**config.mk**
```make
export PLATFORM = sky130hd
export DESIGN_NAME = acc_alu
export DESIGN_NICKNAME = d
export VERILOG_FILES = /design/src/rtl/acc_alu_pkg.sv /design/src/rtl/alu_adder.sv /design/src/rtl/alu_logic.sv /design/src/rtl/alu_flag_reg.sv /design/src/rtl/acc_alu.sv
export SDC_FILE = /design/constraint.sdc
export NUM_CORES = 1
export LEC_CHECK = 0
export ABC_AREA = 1
export ABC_CLOCK_PERIOD_IN_PS = 6550
export BUFFER_PORTS_ARGS = -buffer_cell sky130_fd_sc_hd__buf_4
export CAP_MARGIN = 20
export CELL_PAD_IN_SITES_DETAIL_PLACEMENT = 1
export CELL_PAD_IN_SITES_GLOBAL_PLACEMENT = 1
export CORE_ASPECT_RATIO = 1.75
export CORE_MARGIN = 8
export CORE_UTILIZATION = 42
export DETAILED_ROUTE_END_ITERATION = 8
export GPL_ROUTABILITY_DRIVEN = 1
export GPL_TIMING_DRIVEN = 0
export PLACE_DENSITY_LB_ADDON = 0.1
export SLEW_MARGIN = 20
export SYNTH_ARGS = -nofsm -noshare
export SYNTH_HDL_FRONTEND = slang
export SYNTH_HIERARCHICAL = 1
export SYNTH_SLANG_ARGS = --single-unit
```
**constraint.sdc**
```tcl
create_clock -name clk -period 6.55 [get_ports clk]
set_input_delay 0.3275 -clock clk [delete_from_list [all_inputs] [get_ports clk]]
set_output_delay 0.3275 -clock clk [all_outputs]
set_load 0.02 [all_outputs]
```
**src/rtl/acc_alu_pkg.sv**
```systemverilog
package acc_alu_pkg;

  localparam int FLAG_W = 5;
  localparam int FL_CY  = 0;
  localparam int FL_P   = 1;
  localparam int FL_AC  = 2;
  localparam int FL_Z   = 3;
  localparam int FL_S   = 4;

  localparam logic [FLAG_W-1:0] UPD_ALL   = 5'b11111;
  localparam logic [FLAG_W-1:0] UPD_NO_CY = 5'b11110;
  localparam logic [FLAG_W-1:0] UPD_CY    = 5'b00001;
  localparam logic [FLAG_W-1:0] UPD_NONE  = 5'b00000;

  typedef enum logic [4:0] {
    OP_ADD = 5'd0,
    OP_ADC = 5'd1,
    OP_SUB = 5'd2,
    OP_SBB = 5'd3,
    OP_INC = 5'd4,
    OP_DEC = 5'd5,
    OP_AND = 5'd6,
    OP_OR  = 5'd7,
    OP_XOR = 5'd8,
    OP_CMP = 5'd9,
    OP_CMA = 5'd10,
    OP_RLC = 5'd11,
    OP_RRC = 5'd12,
    OP_RAL = 5'd13,
    OP_RAR = 5'd14,
    OP_STC = 5'd15,
    OP_CMC = 5'd16
  } alu_op_e;

endpackage

```
**src/rtl/alu_adder.sv**
```systemverilog
module alu_adder #(
  parameter int DATA_W = 8,
  parameter int LOW_W  = 4
) (
  input  logic [DATA_W-1:0] a_i,
  input  logic [DATA_W-1:0] b_i,
  input  logic              sub_i,
  input  logic              cin_i,
  output logic [DATA_W-1:0] sum_o,
  output logic              cout_o,
  output logic              half_o
);
  localparam int HI_W = DATA_W - LOW_W;

  logic [DATA_W-1:0] b_eff;
  logic              c0;
  logic [LOW_W:0]    low_sum;
  logic [HI_W:0]     high_sum;

  // Subtraction: add the inverted operand with an inverted borrow-in,
  // then invert both carries so that they read as borrows.
  always_comb begin
    b_eff    = sub_i ? ~b_i : b_i;
    c0       = sub_i ? ~cin_i : cin_i;
    low_sum  = {1'b0, a_i[LOW_W-1:0]} + {1'b0, b_eff[LOW_W-1:0]}
             + {{LOW_W{1'b0}}, c0};
    high_sum = {1'b0, a_i[DATA_W-1:LOW_W]} + {1'b0, b_eff[DATA_W-1:LOW_W]}
             + {{HI_W{1'b0}}, low_sum[LOW_W]};
    sum_o    = {high_sum[HI_W-1:0], low_sum[LOW_W-1:0]};
    cout_o   = high_sum[HI_W] ^ sub_i;
    half_o   = low_sum[LOW_W] ^ sub_i;
  end

endmodule

```
**src/rtl/alu_logic.sv**
```systemverilog
module alu_logic
  import acc_alu_pkg::*;
#(
  parameter int DATA_W = 8
) (
  input  alu_op_e           op_i,
  input  logic [DATA_W-1:0] a_i,
  input  logic [DATA_W-1:0] b_i,
  input  logic              cy_i,
  output logic [DATA_W-1:0] res_o,
  output logic              cy_o
);
  localparam int MSB = DATA_W - 1;

  always_comb begin
    res_o = a_i;
    cy_o  = cy_i;
    unique case (op_i)
      OP_AND: res_o = a_i & b_i;
      OP_OR:  res_o = a_i | b_i;
      OP_XOR: res_o = a_i ^ b_i;
      OP_CMA: res_o = ~a_i;
      OP_RLC: begin
        res_o = {a_i[MSB-1:0], a_i[MSB]};
        cy_o  = a_i[MSB];
      end
      OP_RRC: begin
        res_o = {a_i[0], a_i[MSB:1]};
        cy_o  = a_i[0];
      end
      OP_RAL: begin
        res_o = {a_i[MSB-1:0], cy_i};
        cy_o  = a_i[MSB];
      end
      OP_RAR: begin
        res_o = {cy_i, a_i[MSB:1]};
        cy_o  = a_i[0];
      end
      OP_STC: cy_o = 1'b1;
      OP_CMC: cy_o = ~cy_i;
      default: begin
        res_o = a_i;
        cy_o  = cy_i;
      end
    endcase
  end

endmodule

```
**src/rtl/alu_flag_reg.sv**
```systemverilog
module alu_flag_reg
  import acc_alu_pkg::*;
(
  input  logic              clk,
  input  logic              rst_n,
  input  logic              en_i,
  input  logic [FLAG_W-1:0] upd_i,
  input  logic [FLAG_W-1:0] nxt_i,
  output logic [FLAG_W-1:0] flags_o
);
  logic [1:0]        rst_sync_q;
  logic              rst_int_n;
  logic [FLAG_W-1:0] flags_d;
  logic [FLAG_W-1:0] flags_q;

  // Asserted asynchronously, released after two clock edges.
  always_ff @(posedge clk or negedge rst_n) begin
    if (!rst_n) rst_sync_q <= 2'b00;
    else        rst_sync_q <= {rst_sync_q[0], 1'b1};
  end
  assign rst_int_n = rst_sync_q[1];

  for (genvar i = 0; i < FLAG_W; i++) begin : g_flag
    always_comb begin
      if (en_i && upd_i[i]) flags_d[i] = nxt_i[i];
      else                  flags_d[i] = flags_q[i];
    end
  end

  always_ff @(posedge clk or negedge rst_int_n) begin
    if (!rst_int_n) flags_q <= '0;
    else            flags_q <= flags_d;
  end

  assign flags_o = flags_q;

  // idle cycles leave the word alone
  a_r12_hold: assert property (@(posedge clk) disable iff (!rst_int_n)
    !en_i |=> $stable(flags_q));
  // unmasked bits keep their value through a committed operation
  a_r12_masked_keep: assert property (@(posedge clk) disable iff (!rst_int_n)
    en_i |=> (((flags_q ^ $past(flags_q)) & ~$past(upd_i)) == '0));
  // masked bits take the candidate value
  a_r12_load: assert property (@(posedge clk) disable iff (!rst_int_n)
    en_i |=> ((flags_q & $past(upd_i)) == ($past(nxt_i) & $past(upd_i))));

endmodule

```
**src/rtl/acc_alu.sv**
```systemverilog
module acc_alu
  import acc_alu_pkg::*;
#(
  parameter int DATA_W = 8
) (
  input  logic              clk,
  input  logic              rst_n,
  input  logic              exec_en,
  input  logic [4:0]        op_i,
  input  logic [DATA_W-1:0] acc_i,
  input  logic [DATA_W-1:0] opnd_i,
  output logic [DATA_W-1:0] result_o,
  output logic [FLAG_W-1:0] flag_nxt_o,
  output logic [FLAG_W-1:0] flag_upd_o,
  output logic [FLAG_W-1:0] flags_o
);
  localparam int LOW_W = DATA_W / 2;

  alu_op_e           op;
  logic [DATA_W-1:0] add_a, add_b, add_sum;
  logic              add_sub, add_cin, add_cout, add_half;
  logic [DATA_W-1:0] lg_res;
  logic              lg_cy;
  logic              cy_q;
  logic [DATA_W-1:0] fsrc;
  logic              ac_v, cy_v;

  assign op   = alu_op_e'(op_i);
  assign cy_q = flags_o[FL_CY];

  // Adder operand steering
  always_comb begin
    add_a   = acc_i;
    add_b   = opnd_i;
    add_sub = 1'b0;
    add_cin = 1'b0;
    unique case (op)
      OP_ADC: add_cin = cy_q;
      OP_SUB, OP_CMP: add_sub = 1'b1;
      OP_SBB: begin
        add_sub = 1'b1;
        add_cin = cy_q;
      end
      OP_INC: begin
        add_a   = opnd_i;
        add_b   = '0;
        add_cin = 1'b1;
      end
      OP_DEC: begin
        add_a   = opnd_i;
        add_b   = DATA_W'(1);
        add_sub = 1'b1;
      end
      default: ;
    endcase
  end

  alu_adder #(.DATA_W(DATA_W), .LOW_W(LOW_W)) u_adder (
    .a_i   (add_a),
    .b_i   (add_b),
    .sub_i (add_sub),
    .cin_i (add_cin),
    .sum_o (add_sum),
    .cout_o(add_cout),
    .half_o(add_half)
  );

  alu_logic #(.DATA_W(DATA_W)) u_logic (
    .op_i (op),
    .a_i  (acc_i),
    .b_i  (opnd_i),
    .cy_i (cy_q),
    .res_o(lg_res),
    .cy_o (lg_cy)
  );

  // Result select and per-class flag policy
  always_comb begin
    result_o   = acc_i;
    fsrc       = lg_res;
    flag_upd_o = UPD_NONE;
    ac_v       = 1'b0;
    cy_v       = lg_cy;
    unique case (op)
      OP_ADD, OP_ADC, OP_SUB, OP_SBB: begin
        result_o   = add_sum;
        fsrc       = add_sum;
        ac_v       = add_half;
        cy_v       = add_cout;
        flag_upd_o = UPD_ALL;
      end
      OP_CMP: begin
        result_o   = acc_i;
        fsrc       = add_sum;
        ac_v       = add_half;
        cy_v       = add_cout;
        flag_upd_o = UPD_ALL;
      end
      OP_INC, OP_DEC: begin
        result_o   = add_sum;
        fsrc       = add_sum;
        ac_v       = add_half;
        cy_v       = cy_q;
        flag_upd_o = UPD_NO_CY;
      end
      OP_AND: begin
        result_o   = lg_res;
        ac_v       = 1'b1;
        cy_v       = 1'b0;
        flag_upd_o = UPD_ALL;
      end
      OP_OR, OP_XOR: begin
        result_o   = lg_res;
        ac_v       = 1'b0;
        cy_v       = 1'b0;
        flag_upd_o = UPD_ALL;
      end
      OP_CMA: result_o = lg_res;
      OP_RLC, OP_RRC, OP_RAL, OP_RAR, OP_STC, OP_CMC: begin
        result_o   = lg_res;
        flag_upd_o = UPD_CY;
      end
      default: result_o = acc_i;
    endcase
    flag_nxt_o[FL_S]  = fsrc[DATA_W-1];
    flag_nxt_o[FL_Z]  = (fsrc == '0);
    flag_nxt_o[FL_AC] = ac_v;
    flag_nxt_o[FL_P]  = ~^fsrc;
    flag_nxt_o[FL_CY] = cy_v;
  end

  alu_flag_reg u_flags (
    .clk    (clk),
    .rst_n  (rst_n),
    .en_i   (exec_en),
    .upd_i  (flag_upd_o),
    .nxt_i  (flag_nxt_o),
    .flags_o(flags_o)
  );

  // increment and decrement never touch carry
  a_r4_incdec_keep_cy: assert property (@(posedge clk) disable iff (!rst_n)
    (op_i == OP_INC || op_i == OP_DEC) |-> !flag_upd_o[FL_CY]);
  // AND forces the half carry high and the carry low
  a_r5_and_fixed: assert property (@(posedge clk) disable iff (!rst_n)
    (op_i == OP_AND) |-> (flag_nxt_o[FL_AC] && !flag_nxt_o[FL_CY]));
  // complement changes no flag
  a_r6_cma_no_flags: assert property (@(posedge clk) disable iff (!rst_n)
    (op_i == OP_CMA) |-> (flag_upd_o == '0));
  // compare hands back the accumulator
  a_r7_cmp_keeps_acc: assert property (@(posedge clk) disable iff (!rst_n)
    (op_i == OP_CMP) |-> (result_o == acc_i));
  // rotates touch carry only
  a_r8_rot_cy_only: assert property (@(posedge clk) disable iff (!rst_n)
    (op_i >= OP_RLC && op_i <= OP_RAR) |-> ($countones(flag_upd_o) == 1 && flag_upd_o[FL_CY]));
  // zero flag agrees with the result byte
  a_r11_zero_tracks: assert property (@(posedge clk) disable iff (!rst_n)
    (flag_upd_o[FL_Z] && op_i != OP_CMP) |-> (flag_nxt_o[FL_Z] == (result_o == '0)));
  // unassigned codes are inert
  a_r13_unused_inert: assert property (@(posedge clk) disable iff (!rst_n)
    (op_i > OP_CMC) |-> (flag_upd_o == '0 && result_o == acc_i));

endmodule

```
==> flow_metrics.tcl <==
set metrics [dict create \
    die_w_um 75.8 \
    synth_edf_count 0 \
    ys_warn_count 6 \
    cts-root-buf "clkbuf_8" \
    grt_pass1_wl_um 15500 \
    grt_pass1_vias 3272 \
    grt_max_degree 13 \
    synthFlopType "dfrtp_1" \
    synth_area_leader_cell "nand2_1" \
    cts_buffers 3 \
    drtAntennaViolNets 0 \
    synth_most_common_cell "nand2_1" \
    pwr_density_cell_mw_per_mm2 150 \
    ys_types 32 \
    skew_ns 0.00173 \
    ys_ff_latch 7 \
    dp_hpwl_um 7650 \
    synth_xor_area_share_pct 4.66 \
    rsz0062_at_grt "false" \
    fin_crit_sh_pct 79.0 \
    synth_top_area_share_pct 18.8 \
    synth_compound_area_share_pct 5.80 \
    required_ns 6.22 \
    cp-end-kind "primary output" \
    die_area_mm2 0.00915 \
    boundaryPins 47 \
    synth_mux_area_share_pct 0 \
    initial_core_util_pct 42.9 \
    fmax_ghz 0.193 \
    synth_common_cells "nand2_1, inv_1, nand3_1, nand4_1, nor2_1" \
    place_congestion 0.888 \
    yosysSeqAreaShare_pct 6.66 \
    die_y_um 121 \
    clock-sinks 7 \
    synthTopCellsByArea "nand2_1, nand3_1, ha_1" \
    gr-total-overflow 0 \
    area_delta_synth_final_pct 18.7 \
    core_mm2 0.00613 \
    wl_per_cell_um 16.1 \
    vias 3159 \
    fin_nets 561 \
    yosys.area_share.adder_pct 15.4 \
    via_per_inst 5.39 \
    finalSetupViolCount 0 \
    diodes 0 \
    critPathLaunchType "input pin" \
    avgSynthCellArea_um2 5.77 \
    drive_gt1_share_pct 19.4 \
    cts_resized 0 \
    first_pass_iters 4 \
    async_flop_share_pct 100 \
    cts_max_path_buffers 2 \
    rows 38 \
    grt_usage_pct 21.3 \
    cp.arrival_ns 4.85 \
    cellLeakagePower_nw 1.82 \
    syn-num-nets 510 \
    ir_drop_uv 99.2 \
    insertion_delay_ns 0.22 \
    outcome "complete, no violations" \
    maxCapViolCount 0 \
    drt_iter0_markers 150 \
    hold_viol 0 \
    cts_tree "done" \
    antenna_found_initial 0 \
    min_period_ns 5.17 \
    htree_levels 1 \
    critical_path_class "input pin to primary output" \
    drv_slew 0 \
    synth_simple_gate_area_share_pct 51.2 \
    max-slew-margin-rel_pct 59.6 \
    route.detailed.drc 0 \
    routed_wl_um 9460 \
    synth_area_mm2 0.00263 \
    fin_util_pct 50.9 \
    synth_top_family_by_area "simple AND/OR/NAND/NOR gates" \
    fillers 892 \
    tightest_slew_ns 0.604 \
    port_buffers 45 \
    syn_inst 456 \
    cp_max_fo 10 \
    cts.clk_slew.worst_paths_ns 0.04 \
    tns_ns 0 \
    hold_path_class "flip-flop to async pin" \
]
## placed cells by master (no fill, tap or decap)
| cell | n |
|---|---|
| o2111ai_1 | 1 |
| inv_2 | 3 |
| nand2_1 | 132 |
| clkbuf_1 | 3 |
| nand4_1 | 34 |
| nor2_2 | 6 |
| conb_1 | 1 |
| or2_1 | 2 |
| dlygate4sd3_1 | 1 |
| buf_12 | 1 |
| o21a_1 | 1 |
| nand3_4 | 1 |
| inv_1 | 69 |
| a21oi_1 | 6 |
| ha_1 | 26 |
| buf_4 | 53 |
| nor2_4 | 2 |
| xnor2_1 | 8 |
| nor2_1 | 27 |
| a22oi_1 | 1 |
| nand2_2 | 10 |
| nor3_1 | 4 |
| buf_2 | 5 |
| buf_6 | 3 |
| o21ai_2 | 9 |
| nand3_1 | 69 |
| nand3_2 | 2 |
| clkinv_1 | 1 |
| xor2_1 | 6 |
| fa_1 | 4 |
| dfrtp_1 | 7 |
| buf_1 | 1 |
| clkbuf_8 | 3 |
| o21ai_0 | 4 |
## cell type report
class	instances	area [um^2]	share of cell area, %
buffer	20	150	4.81
clock buffer	4	45.0	1.44
inverter	73	274	8.77
multi-input combinational	356	2030	65.0
sequential	7	175	5.61
tap	80	100	3.20
timing repair buffer	46	348	11.1
## registers in the layout (all words and copies together) (netlist names)
name and cells:
u_flags/flags_o 5, u_flags/rst_sync_q 2
## cell families (layout without fill, tap and decap cells)
| logic type | count (synthesis) | count (layout) |
|---|---|---|
| simple gates | 289 | 289 |
| buf+inv | 93 | 143 |
| fa+ha+maj | 30 | 30 |
| compound gates | 22 | 22 |
| xor+xnor | 14 | 14 |
| flops | 7 | 7 |
| other cells | 1 | 1 |
## final timing paths
| path | start | endpoint | slack [ns] | cells after the start |
|---|---|---|---|---|
| setup reg to reg | u_flags/flags_o[0]$_DFFE_PN0P_ | u_flags/flags_o[1]$_DFFE_PN0P_ | 2.50 | 21 |
| hold reg to reg | u_flags/rst_sync_q[1]$_DFF_PN0_ | u_flags/flags_o[3]$_DFFE_PN0P_ | 0.08 | 0 |
| setup / recovery | op_i[2] | flag_nxt_o[1] | 1.38 | 24 |
| min in group clk | u_flags/rst_sync_q[0]$_DFF_PN0_ | u_flags/rst_sync_q[1]$_DFF_PN0_ | 0.36 | 0 |
| hold / removal | u_flags/rst_sync_q[1]$_DFF_PN0_ | u_flags/flags_o[3]$_DFFE_PN0P_ | 0.08 | 0 |
| max in group asynchronous | rst_n | u_flags/rst_sync_q[1]$_DFF_PN0_ | 6.02 | 2 |
## worst max-delay path: stages
cell       delay, ns
buf_4           0.14
buf_6           0.13
nor2_1          0.21
nand2_2         0.16
o2111ai_1       0.46
buf_6           0.25
xnor2_1         0.11
fa_1            0.45
fa_1            0.42
inv_1           0.08
nand2_1         0.05
nand2_1         0.10
nand2_2         0.07
fa_1            0.37
inv_1           0.09
fa_1            0.21
xor2_1          0.20
inv_1           0.06
nand2_1         0.07
o21ai_2         0.05
ha_1            0.28
xnor2_1         0.19
xnor2_1         0.16
buf_4           0.18
## layer usage
| metal | global-route usage [%] | wire (um) | vias to the layer above |
|---|---|---|---|
| met1 | 24.6 | 3750 | 1493 |
| met4 | 8.60 | 350 | 0 |
| met2 | 37.9 | 4930 | 78 |
| met5 | 0 | 0 | - |
| li1 | - | - | 1568 |
| met3 | 1.66 | 432 | 20 |
## where the power goes
part           total [mW]  internal [mW]  switching, mW
clock              0.0598         0.0420         0.0177
combinational       0.349          0.137          0.212
sequential         0.0610         0.0515        0.00952
## what timing repair did
item                      in CTS  in global routing
setup buffers                  0                  0
hold buffers                   1                  0
hold endpoints to repair       2                  0
## stage by stage
step	setup WS, ns	total power, mW	cell area (um^2)	hold slack [ns]	std cells
floorplan	2.00	0.287	2630	0.0319	456
global placement	1.39	0.404	3070	0.0736	581
detailed placement	1.34	0.414	3070	0.0761	581
CTS	1.32	0.476	3120	0.0819	586
global route	0.989	0.513	3120	0.0994	586
finish	1.38	0.470	3120	0.0755	586
Note: power is estimated with default switching activity, not from simulation.
